`src/rtl/uart_regfront_pkg.sv`:
```
// Package: register offsets, bit positions and the register-select type
// shared by the decoder and the top level.
package uart_regfront_pkg;
    localparam int REG_AW = 5;

    localparam logic [REG_AW-1:0] OFF_DATA   = 5'h00;
    localparam logic [REG_AW-1:0] OFF_DATA_B = 5'h03;
    localparam logic [REG_AW-1:0] OFF_STAT   = 5'h04;
    localparam logic [REG_AW-1:0] OFF_CTRL   = 5'h08;
    localparam logic [REG_AW-1:0] OFF_SCALE  = 5'h0C;
    localparam logic [REG_AW-1:0] OFF_DBG    = 5'h10;

    localparam int CB_RXEN  = 0;
    localparam int CB_TXEN  = 1;
    localparam int CB_RXIRQ = 2;
    localparam int CB_TXIRQ = 3;

    localparam int SB_DREADY = 0;
    localparam int SB_TSHIFT = 1;
    localparam int SB_TQUEUE = 2;
    localparam int SB_RHALF  = 8;
    localparam int SB_RFULL  = 10;

    typedef enum logic [2:0] {
        SEL_NONE,
        SEL_DATA,
        SEL_STAT,
        SEL_CTRL,
        SEL_ZERO
    } reg_sel_e;
endpackage

```
`src/rtl/uart_addr_decode.sv`:
```
// Module: uart_addr_decode
// Maps a byte offset onto a register select. Purely combinational.
// Assumes the offset is already limited to the register window width.
module uart_addr_decode
    import uart_regfront_pkg::*;
(
    input  logic [REG_AW-1:0] offset,
    output reg_sel_e          sel
);
    // Offset to register select
    always_comb begin
        unique case (offset)
            OFF_DATA, OFF_DATA_B: sel = SEL_DATA;
            OFF_STAT:             sel = SEL_STAT;
            OFF_CTRL:             sel = SEL_CTRL;
            OFF_SCALE, OFF_DBG:   sel = SEL_ZERO;
            default:              sel = SEL_NONE;
        endcase
    end
endmodule

```
`src/rtl/uart_rx_fifo.sv`:
```
// Module: uart_rx_fifo
// Receive queue that fills from slot zero. A push writes at the fill
// level. A pop reads at the read index. When the pop removes the last
// unread byte, both counters return to zero; a push in that same cycle
// lands in slot zero. Assumes push is only raised while full is low.
// DEPTH must be at least 2.
module uart_rx_fifo #(
    parameter int DEPTH = 16,
    parameter int DW    = 8
) (
    input  logic          clk,
    input  logic          rst_n,
    input  logic          push,
    input  logic [DW-1:0] push_data,
    input  logic          pop,
    output logic [DW-1:0] rd_data,
    output logic          full,
    output logic          half,
    output logic          dready
);
    localparam int LW = $clog2(DEPTH + 1);
    localparam int PW = $clog2(DEPTH);
    localparam logic [LW-1:0] DEPTH_L = LW'(DEPTH);
    localparam logic [LW-1:0] HALF_L  = LW'(DEPTH / 2);

    logic [DW-1:0] mem [DEPTH];
    logic [LW-1:0] lvl;
    logic [LW-1:0] rd;
    logic          have;
    logic          last;
    logic [PW-1:0] wr_idx;

    // Queue condition flags
    always_comb begin
        have   = rd < lvl;
        last   = pop && have && ((rd + LW'(1)) == lvl);
        wr_idx = last ? '0 : lvl[PW-1:0];
    end

    assign rd_data = have ? mem[rd[PW-1:0]] : '0;
    assign full    = lvl == DEPTH_L;
    assign half    = lvl >= HALF_L;

    // Byte storage, written on push
    always_ff @(posedge clk) begin
        if (push) mem[wr_idx] <= push_data;
    end

    // Fill level, read index and data-ready flag
    always_ff @(posedge clk) begin
        if (!rst_n) begin
            lvl    <= '0;
            rd     <= '0;
            dready <= 1'b0;
        end else begin
            if (last) begin
                rd  <= '0;
                lvl <= push ? LW'(1) : '0;
            end else begin
                if (pop && have) rd <= rd + LW'(1);
                if (push) lvl <= lvl + LW'(1);
            end
            if (push)
                dready <= 1'b1;
            else if (pop && (last || !have))
                dready <= 1'b0;
        end
    end

    a_r7_no_overflow: assert property (@(posedge clk) disable iff (!rst_n)
        lvl <= DEPTH_L);
    a_r7_push_not_full: assert property (@(posedge clk) disable iff (!rst_n)
        push |-> !full);
    a_r6_ready_tracks: assert property (@(posedge clk) disable iff (!rst_n)
        dready == (rd < lvl));
    a_r7_flush: assert property (@(posedge clk) disable iff (!rst_n)
        (last && !push) |=> (lvl == '0 && rd == '0));
endmodule

```
`src/rtl/uart_tx_irq.sv`:
```
// Module: uart_tx_irq
// Holds the outgoing byte until the sink takes it, and registers the
// one-cycle interrupt pulse from the receive and transmit events.
// Assumes data_wr is a single-cycle strobe from the APB access phase.
module uart_tx_irq #(
    parameter int DW = 8
) (
    input  logic          clk,
    input  logic          rst_n,
    input  logic          data_wr,
    input  logic [DW-1:0] wdata,
    input  logic          tx_en,
    input  logic          tx_irq_en,
    input  logic          rx_accept,
    input  logic          rx_irq_en,
    input  logic          tx_ready,
    output logic          tx_valid,
    output logic [DW-1:0] tx_data,
    output logic          irq
);
    logic tx_load;

    assign tx_load = data_wr && tx_en;

    // Outgoing byte holding register
    always_ff @(posedge clk) begin
        if (!rst_n) begin
            tx_valid <= 1'b0;
            tx_data  <= '0;
        end else if (tx_load) begin
            tx_valid <= 1'b1;
            tx_data  <= wdata;
        end else if (tx_ready) begin
            tx_valid <= 1'b0;
        end
    end

    // Interrupt pulse register
    always_ff @(posedge clk) begin
        if (!rst_n) irq <= 1'b0;
        else        irq <= (rx_accept && rx_irq_en) || (tx_load && tx_irq_en);
    end

    a_r8_hold: assert property (@(posedge clk) disable iff (!rst_n)
        (tx_valid && !tx_ready && !tx_load) |=> (tx_valid && $stable(tx_data)));
    a_r8_disabled: assert property (@(posedge clk) disable iff (!rst_n)
        (!tx_valid && !tx_load) |=> !tx_valid);
    a_r9_irq_cause: assert property (@(posedge clk) disable iff (!rst_n)
        irq |-> $past(rx_accept || data_wr));
endmodule

```
`src/rtl/uart_regfront.sv`:
```
// Module: uart_regfront (top)
// APB register front-end of a UART. It decodes the 5-bit offset, keeps
// the control word and builds the status word. It steers pops and pushes
// to the receive queue, and hands data writes to the transmit/interrupt
// stage. Assumes a well-formed APB master; all transfers take zero wait
// states.
module uart_regfront
    import uart_regfront_pkg::*;
#(
    parameter int FIFO_DEPTH = 16,
    parameter int DATA_W     = 8,
    parameter int APB_DW     = 32
) (
    input  logic              clk,
    input  logic              rst_n,
    input  logic              psel,
    input  logic              penable,
    input  logic              pwrite,
    input  logic [REG_AW-1:0] paddr,
    input  logic [APB_DW-1:0] pwdata,
    output logic [APB_DW-1:0] prdata,
    output logic              pready,
    input  logic [DATA_W-1:0] rx_data,
    input  logic              rx_valid,
    output logic              rx_ready,
    output logic [DATA_W-1:0] tx_data,
    output logic              tx_valid,
    input  logic              tx_ready,
    output logic              irq
);
    reg_sel_e          sel;
    logic [APB_DW-1:0] ctrl_q;
    logic [APB_DW-1:0] status;
    logic              acc_wr;
    logic              acc_rd;
    logic              data_wr;
    logic              pop;
    logic              rx_accept;
    logic [DATA_W-1:0] q_data;
    logic              q_full;
    logic              q_half;
    logic              q_dready;

    uart_addr_decode u_dec (
        .offset (paddr),
        .sel    (sel)
    );

    // APB access-phase strobes
    always_comb begin
        acc_wr  = psel && penable && pwrite;
        acc_rd  = psel && penable && !pwrite;
        data_wr = acc_wr && (sel == SEL_DATA);
        pop     = acc_rd && (sel == SEL_DATA);
    end

    assign pready    = 1'b1;
    assign rx_ready  = ctrl_q[CB_RXEN] && !q_full;
    assign rx_accept = rx_valid && rx_ready;

    // Control word register
    always_ff @(posedge clk) begin
        if (!rst_n)                          ctrl_q <= '0;
        else if (acc_wr && sel == SEL_CTRL)  ctrl_q <= pwdata;
    end

    uart_rx_fifo #(
        .DEPTH (FIFO_DEPTH),
        .DW    (DATA_W)
    ) u_rxq (
        .clk       (clk),
        .rst_n     (rst_n),
        .push      (rx_accept),
        .push_data (rx_data),
        .pop       (pop),
        .rd_data   (q_data),
        .full      (q_full),
        .half      (q_half),
        .dready    (q_dready)
    );

    uart_tx_irq #(
        .DW (DATA_W)
    ) u_txi (
        .clk       (clk),
        .rst_n     (rst_n),
        .data_wr   (data_wr),
        .wdata     (pwdata[DATA_W-1:0]),
        .tx_en     (ctrl_q[CB_TXEN]),
        .tx_irq_en (ctrl_q[CB_TXIRQ]),
        .rx_accept (rx_accept),
        .rx_irq_en (ctrl_q[CB_RXIRQ]),
        .tx_ready  (tx_ready),
        .tx_valid  (tx_valid),
        .tx_data   (tx_data),
        .irq       (irq)
    );

    // Status word assembly
    always_comb begin
        status            = '0;
        status[SB_DREADY] = q_dready;
        status[SB_TSHIFT] = 1'b1;
        status[SB_TQUEUE] = 1'b1;
        status[SB_RHALF]  = q_half;
        status[SB_RFULL]  = q_full;
    end

    // Read data multiplexer
    always_comb begin
        prdata = '0;
        if (psel && !pwrite) begin
            unique case (sel)
                SEL_DATA: prdata = APB_DW'(q_data);
                SEL_STAT: prdata = status;
                SEL_CTRL: prdata = ctrl_q;
                default:  prdata = '0;
            endcase
        end
    end

    a_r1_reset_state: assert property (@(posedge clk)
        !rst_n |=> (ctrl_q == '0 && !irq && !tx_valid && !q_dready));
    a_r2_ctrl_hold: assert property (@(posedge clk) disable iff (!rst_n)
        !(acc_wr && sel == SEL_CTRL) |=> $stable(ctrl_q));
    a_r4_no_take: assert property (@(posedge clk) disable iff (!rst_n)
        (!ctrl_q[CB_RXEN] && !pop) |=> $stable(q_dready));
    a_r10_ready: assert property (@(posedge clk) disable iff (!rst_n)
        pready);
endmodule

```
`config.mk`:
```
export PLATFORM = sky130hd
export DESIGN_NAME = uart_regfront
export DESIGN_NICKNAME = d
export VERILOG_FILES = /design/src/rtl/uart_regfront_pkg.sv /design/src/rtl/uart_addr_decode.sv /design/src/rtl/uart_rx_fifo.sv /design/src/rtl/uart_tx_irq.sv /design/src/rtl/uart_regfront.sv
export SDC_FILE = /design/constraint.sdc
export NUM_CORES = 1
export LEC_CHECK = 0
export ABC_AREA = 1
export BUFFER_PORTS_ARGS = -buffer_cell sky130_fd_sc_hd__buf_4
export CELL_PAD_IN_SITES_DETAIL_PLACEMENT = 1
export CELL_PAD_IN_SITES_GLOBAL_PLACEMENT = 2
export CORE_MARGIN = 5
export CORE_UTILIZATION = 39
export DETAILED_ROUTE_END_ITERATION = 7
export PLACE_DENSITY_LB_ADDON = 0.2
export SYNTH_ARGS = -nofsm -noshare
export SYNTH_HDL_FRONTEND = slang
export SYNTH_SLANG_ARGS = --single-unit
```
`constraint.sdc`:
```
create_clock -name clk -period 3.9 [get_ports clk]
set_input_delay 0.39 -clock clk [delete_from_list [all_inputs] [get_ports clk]]
set_output_delay 0.39 -clock clk [all_outputs]
set_load 0.03 [all_outputs]
```
# Word level (Yosys, flattened, before mapping)
# Memory sizes are Yosys's and may differ from the RTL's. A register that Yosys moved wholly into a read port is not among the register bits.
# Index checks and enable logic that the tools add are counted.
# word_totals
latch_bits	0
mem_count	1
ramBits	128
regBits	53
word_cells	66
out_inout_bits	44
rom_bits	0
# classes
n_bitwise	1
addsub	2
order_cmp	2
div	0
eq_ne	10
shifts	0
n_mul	0
reduce_logical	27
mux	16
# mem_list
name	depth	word_bits	read_ports	rd_clocked_by_memory_dff	wr	line	source
u_rxq.mem	16	8	1	1	1	uart_rx_fifo.sv:26	logic [DW-1:0] mem [DEPTH];
# ops
op	n
one-hot mux 32 bit (3 select lines)	1
two-way mux 32 bit	1
logical AND 1 bit	15
two-way mux 4 bit	3
one-hot mux 3 bit (4 select lines)	1
adder 5 x 1 -> 5 bit, second input constant	2
equality test 5 x 4 -> 1 bit, second input constant	2
equality test 5 bit, second input constant	2
two-way mux 5 bit	2
two-way mux 8 bit	1
two-way mux 1 bit	7
equality test 3 x 2 -> 1 bit, second input constant	2
nonzero test 2 bit	3
OR reduction 2 bit	3
equality test 5 x 2 -> 1 bit, second input constant	1
equality test 5 x 3 -> 1 bit, second input constant	1
equality test 5 bit	1
>= comparator 5 x 4 -> 1 bit, second input constant	1
zero test 5 bit	1
less-than comparator 5 bit	1
equality test 3 x 1 -> 1 bit, second input constant	1
zero test 1 bit	3
logical OR 1 bit	2
inverter 1 bit	1

# Logic depth before layout (Yosys ltp)
# depth
depth_word	11
ltp_mapped	13
depth_no_buf	12

# Cells and area by module
# Synthesis repeated with hierarchy kept, for this count alone.
# hier_totals
cells_unflattened	910
area_unflattened_um2	8321.7
# by_module_without_submodules
mod	n_inst	cells_each	area_per_inst_um2
uart_rx_fifo	1	518	6020.8
uart_regfront	1	310	1810.5
uart_tx_irq	1	60	405.4
uart_addr_decode	1	22	85.1

# Worst setup path after synthesis
# OpenSTA, ideal clock, no wires.
# synth_timing
path_kind	reg2reg
start	register u_rxq.lvl[3]
end	memory u_rxq.mem[4][0], enable pin
t_arrival_ps	2168
setup_slack_ps	1362
setup_ps	370
n_path_buf	1
stages_incl_launch_ff	13
period_less_slack_ps	2538
cell_sequence	dfxtp_1 > inv_1 > ha_1 > nand2_1 > inv_1 > nand2_1 > nand3_1 > nor2_8 > nand4_2 > buf_6 > nand2_2 > nand2_2 > nor2_1
# synth_via
elab_chain_cells	6
word_cells_on_any_way	11
classes_between	1 x order compare; 2 x eq/ne; 3 x mux; 5 x reduce/logical
# synth_lines
item	line	source
start, declared	uart_rx_fifo.sv:27	logic [LW-1:0] lvl;
start signal, assigned	uart_rx_fifo.sv:58	lvl <= push ? LW'(1) : '0;
start signal, assigned	uart_rx_fifo.sv:61	if (push) lvl <= lvl + LW'(1);
branches (longest 6 deep; another with less-than comparator 5 bit)	n/a	
end, declared	uart_rx_fifo.sv:26	
# Several ways; the timed one is not identified.

# Final worst setup path
# layout_timing
start	register u_rxq.lvl[3]
end	output prdata[7]
# layout_via
elab_chain_cells	4
# layout_lines
item	line	source
less-than comparator 5 bit	uart_rx_fifo.sv:35	have = rd < lvl;
two-way mux 8 bit	uart_rx_fifo.sv:40	assign rd_data = have ? mem[rd[PW-1:0]] : '0;
one-hot mux 32 bit (3 select lines)	uart_regfront.sv:113	unique case (sel)
two-way mux 32 bit	uart_regfront.sv:112	if (psel && !pwrite) begin
end, declared	uart_regfront.sv:21	output logic [APB_DW-1:0] prdata,
# No other way between the ends.

==> qor.log <==
INFO  run_status     run_status=completed
INFO  die            row_count=52
INFO  routing        routed_wl=22,800µm
INFO  place          placedCellCount=1,161
INFO  setup_path     worst_ep_arrival_time=2.87ns
INFO  hold_path      hold_path_end=ctrl_q[24]
INFO  routing        drtPass1Iterations=5
INFO  power          power_per_standard_cell_area=413mW/mm²
INFO  final_layout   filler_cell_count=2,300
INFO  synth          yosysSeqAreaShare=62.8%
INFO  clock_network  clock_tree_root=sky130_fd_sc_hd__clkbuf_16
INFO  power          power_leakage=0.00364µW
INFO  sta            pins_over_slew_limit=0
INFO  setup_path     crit_path_max_fanout=8
INFO  synth          synthSimpleGateAreaFrac=27.0%
INFO  setup_path     reg2reg_path_depth=11
INFO  place          dp.final_hpwl=16,100µm
INFO  die            placeableCoreArea=0.0201mm²
INFO  synth          mappedNetlistNets=894
INFO  synth          synth.top_cells.by_area=sky130_fd_sc_hd__edfxtp_1 (48%), sky130_fd_sc_hd__dfxtp_1 (14%), sky130_fd_sc_hd__nand2_1 (9.2%)
INFO  sta            achievable-frequency=0.307GHz
INFO  synth          yosys.area_share.adder=1.26%
INFO  sta            tns=0ns
INFO  grt            grt_busiest_layer=met2
INFO  final_layout   area_growth_syn_to_layout=18.7%
INFO  die            io_pins=96
INFO  synth          postSynthAreaPerCell=9.51µm²
INFO  sta            rsz_0062_raised_after_global_routing=no
INFO  setup_path     worstPathRequired=3.51ns
INFO  hold_path      hp-start=pwdata[24]
INFO  final_layout   design.final.nets=970
INFO  synth          synth_top_family_by_area=simple AND/OR/NAND/NOR gates
INFO  routing        postRouteAntennaNets=0
INFO  setup_path     worst-setup-path-type=flip-flop to output port
INFO  grt            number_of_global_route_vias_before_repair=6,612
INFO  synth          synth_top_area_cell=sky130_fd_sc_hd__edfxtp_1
INFO  clock_network  cts_inserted_buffers=17
INFO  setup_path     ff2ff_setup_slack=0.69ns
INFO  job            max-cap-violations=0
INFO  synth          synthXorXnorAreaFrac=0.221%
INFO  synth          synth_mux_area_share=0%
INFO  hold_path      worst_hold_path.num_cells=3
INFO  clock_network  cts_hold_buffers=0
INFO  power          worst_ir_drop_vdd=0.314mV
INFO  sta            relSlewSlack=24.6%
INFO  setup_path     crit-reg2reg-capture=u_rxq.mem[4][1]
INFO  final_layout   final-seq-area=0.00499mm²
INFO  grt            grt_first_pass_wirelength=36,300µm
INFO  routing        remaining_drc_errors=0
INFO  final_layout   layout-drive-gt1-share=16.7%
INFO  grt            global_route_congestion_overflow_total=0
INFO  clock_network  cts.htree.levels=4
INFO  clock_network  cts.repair.resized=0
INFO  place          io_buffers=94
INFO  routing        wl_per_cell=19.1µm
INFO  clock_network  clkLatencyLatePin=0.43ns
INFO  die            floorplan.initialDensity=39.5%
INFO  place          routabilityCongestion=0.842
INFO  sta            setup_viol=0
INFO  die            die-area=0.0233mm²
INFO  setup_path     timing.rr.start=u_rxq.lvl[3]
INFO  routing        via_count=6,117
INFO  synth          area_fraction_in_compound_gates_after_synthesis=4.45%
INFO  sta            finClkSkew=0.00951ns
INFO  grt            maximum_number_of_pins_on_one_net_before_global_route_repair=65
INFO  routing        drt_iter0_drc=314
INFO  setup_path     critical_path.endpoint_type=output port
INFO  setup_path     cp-start-kind=flip-flop
INFO  hold_path      worstHoldPathType=input port to flip-flop
INFO  final_layout   multi_input_area=0.00262mm²
INFO  synth          ys_seq_elements=185
INFO  synth          synthesis.instances=834
INFO  sta            final.min_clock_period=3.26ns
INFO  final_layout   layout_common_cells=sky130_fd_sc_hd__nand2_1 (195), sky130_fd_sc_hd__nor2_1 (128), sky130_fd_sc_hd__edfxtp_1 (128)
INFO  sta            timing_hold_violations_final=0
INFO  grt            grt_use_met2=33.3%
INFO  sta            layout_worst_path_cycle_share=83.6%
INFO  clock_network  cts.sinks=185
INFO  sta            timing_worst_slew_pin_value=1.13ns
INFO  final_layout   layout_commonest_cell=sky130_fd_sc_hd__nand2_1
INFO  synth          ys_types=31
INFO  synth          post-synth-top-area-fraction=48.4%
INFO  final_layout   num_antenna_cells=0
INFO  clock_network  clkTransAtPathRegs=0.07ns
INFO  die            horizontal_die_dimension=153µm
INFO  die            die_y=153µm
INFO  clock_network  tritoncts=yes
INFO  final_layout   stdcell_count=1,193
INFO  grt            number_of_antenna_violations_at_the_first_check_in_global_routing=0
INFO  routing        viasPerCell=5.13
INFO  clock_network  postCtsSetupRepairBufs=0
INFO  synth          ys_warn_count=0
INFO  grt            gr_layer_usage_met1=24.5%
INFO  synth          mappedNetlistArea=0.00793mm²
INFO  clock_network  clockBufferDepth=2
INFO  grt            track_usage=19.7%
INFO  grt            global_route.usage.met3=4.29%
through the flow:
stage | instance area (µm²) | hold WS, ns | setup slack, ns | utilization [%] | power [µW]
global route | 9410 | 0.175 | 0.414 | 46.8 | 4010
finish | 9410 | 0.181 | 0.640 | 46.8 | 3890
detailed placement | 8840 | 0.458 | 0.701 | 44.0 | 2250
CTS | 9410 | 0.169 | 0.626 | 46.8 | 3920
floorplan | 7930 | 0.438 | 1.36 | - | 2170
global placement | 8840 | 0.451 | 0.839 | 44.0 | 2240
where the power goes:
| part | switching [µW] | internal (µW) | total, µW |
|---|---|---|---|
| registers | 0.765 | 2100 | 2100 |
| clock network | 728 | 958 | 1690 |
| logic | 64.0 | 39.0 | 103 |
| total | 793 | 3090 | 3890 |
kinds of logic (layout without fill, tap and decap cells):
| family | Yosys count | in the layout |
|---|---|---|
| flip-flops | 185 | 185 |
| other | 1 | 1 |
| XOR/XNOR | 2 | 2 |
| buffers and inverters | 84 | 173 |
| AO/OA/AOI/OAI | 67 | 67 |
| AND/OR/NAND/NOR | 487 | 487 |
| adder cells (fa/ha/maj) | 8 | 8 |
critical path, stage by stage (launching register included):
cell	delay, ns
sky130_fd_sc_hd__dfxtp_1	0.48
sky130_fd_sc_hd__inv_1	0.15
sky130_fd_sc_hd__ha_1	0.29
sky130_fd_sc_hd__nand2_1	0.09
sky130_fd_sc_hd__nor2_1	0.05
sky130_fd_sc_hd__nand2_1	0.06
sky130_fd_sc_hd__nand3_1	0.23
sky130_fd_sc_hd__inv_1	0.38
sky130_fd_sc_hd__nand4_1	0.20
sky130_fd_sc_hd__a21oi_1	0.27
sky130_fd_sc_hd__buf_4	0.23
area by class of cell:
type	instances	share of cell area [%]
clock buffers	20	4.74
inverters	42	1.67
multi-input cells	565	27.8
flip-flops and latches	185	53.0
repair buffers	99	7.89
clock inverters	12	1.34
well taps	270	3.59
synth_stat cells:
cell and number:
sky130_fd_sc_hd__nand2_1 195, sky130_fd_sc_hd__edfxtp_1 128, sky130_fd_sc_hd__nor2_1 128, sky130_fd_sc_hd__nand3_1 123, sky130_fd_sc_hd__dfxtp_1 57, sky130_fd_sc_hd__o21ai_0 45, sky130_fd_sc_hd__inv_1 35, sky130_fd_sc_hd__clkbuf_1 31
sky130_fd_sc_hd__a21oi_1 17, sky130_fd_sc_hd__nand4_1 13, sky130_fd_sc_hd__ha_1 8, sky130_fd_sc_hd__inv_2 6, sky130_fd_sc_hd__nor2_2 6, sky130_fd_sc_hd__nor3b_1 6, sky130_fd_sc_hd__buf_2 5, sky130_fd_sc_hd__buf_1 4
sky130_fd_sc_hd__nand2_2 4, sky130_fd_sc_hd__a31oi_1 3, sky130_fd_sc_hd__nand2_4 3, sky130_fd_sc_hd__nor3_1 3, sky130_fd_sc_hd__nand3_2 2, sky130_fd_sc_hd__nand4_2 2, sky130_fd_sc_hd__xor2_1 2, sky130_fd_sc_hd__a22oi_1 1
sky130_fd_sc_hd__buf_4 1, sky130_fd_sc_hd__buf_6 1, sky130_fd_sc_hd__clkinv_1 1, sky130_fd_sc_hd__conb_1 1, sky130_fd_sc_hd__nor2_4 1, sky130_fd_sc_hd__nor2_8 1, sky130_fd_sc_hd__o21ai_4 1
flip-flops by register name (all words and copies together), names as in the netlist, named ones only:
name            flops
u_rxq.mem         128
ctrl_q             32
u_txi.tx_data       8
u_rxq.lvl           5
u_rxq.rd            5
u_rxq.dready        1
u_txi.irq           1
u_txi.tx_valid      1
layer usage:
layer,wire [µm],vias to the layer above
li1,-,2970
met1,9840,2962
met2,11100,145
met3,1040,40
met4,776,0
met5,0,-
worst max-delay path by stage:
stage | from | to | slack [ns] | depth (start not counted)
after global placement | u_rxq.lvl[3] | u_rxq.mem[4][7] | 0.84 | 11
after global routing | u_rxq.lvl[1] | u_rxq.mem[4][3] | 0.41 | 11
after CTS | u_rxq.lvl[3] | prdata[7] | 0.63 | 10
final | u_rxq.lvl[3] | prdata[7] | 0.64 | 10
after floorplan | u_rxq.lvl[3] | u_rxq.mem[4][0] | 1.36 | 12
after detailed placement | u_rxq.lvl[3] | u_rxq.mem[4][7] | 0.70 | 11
No activity file was read; power rests on OpenSTA's default activity.
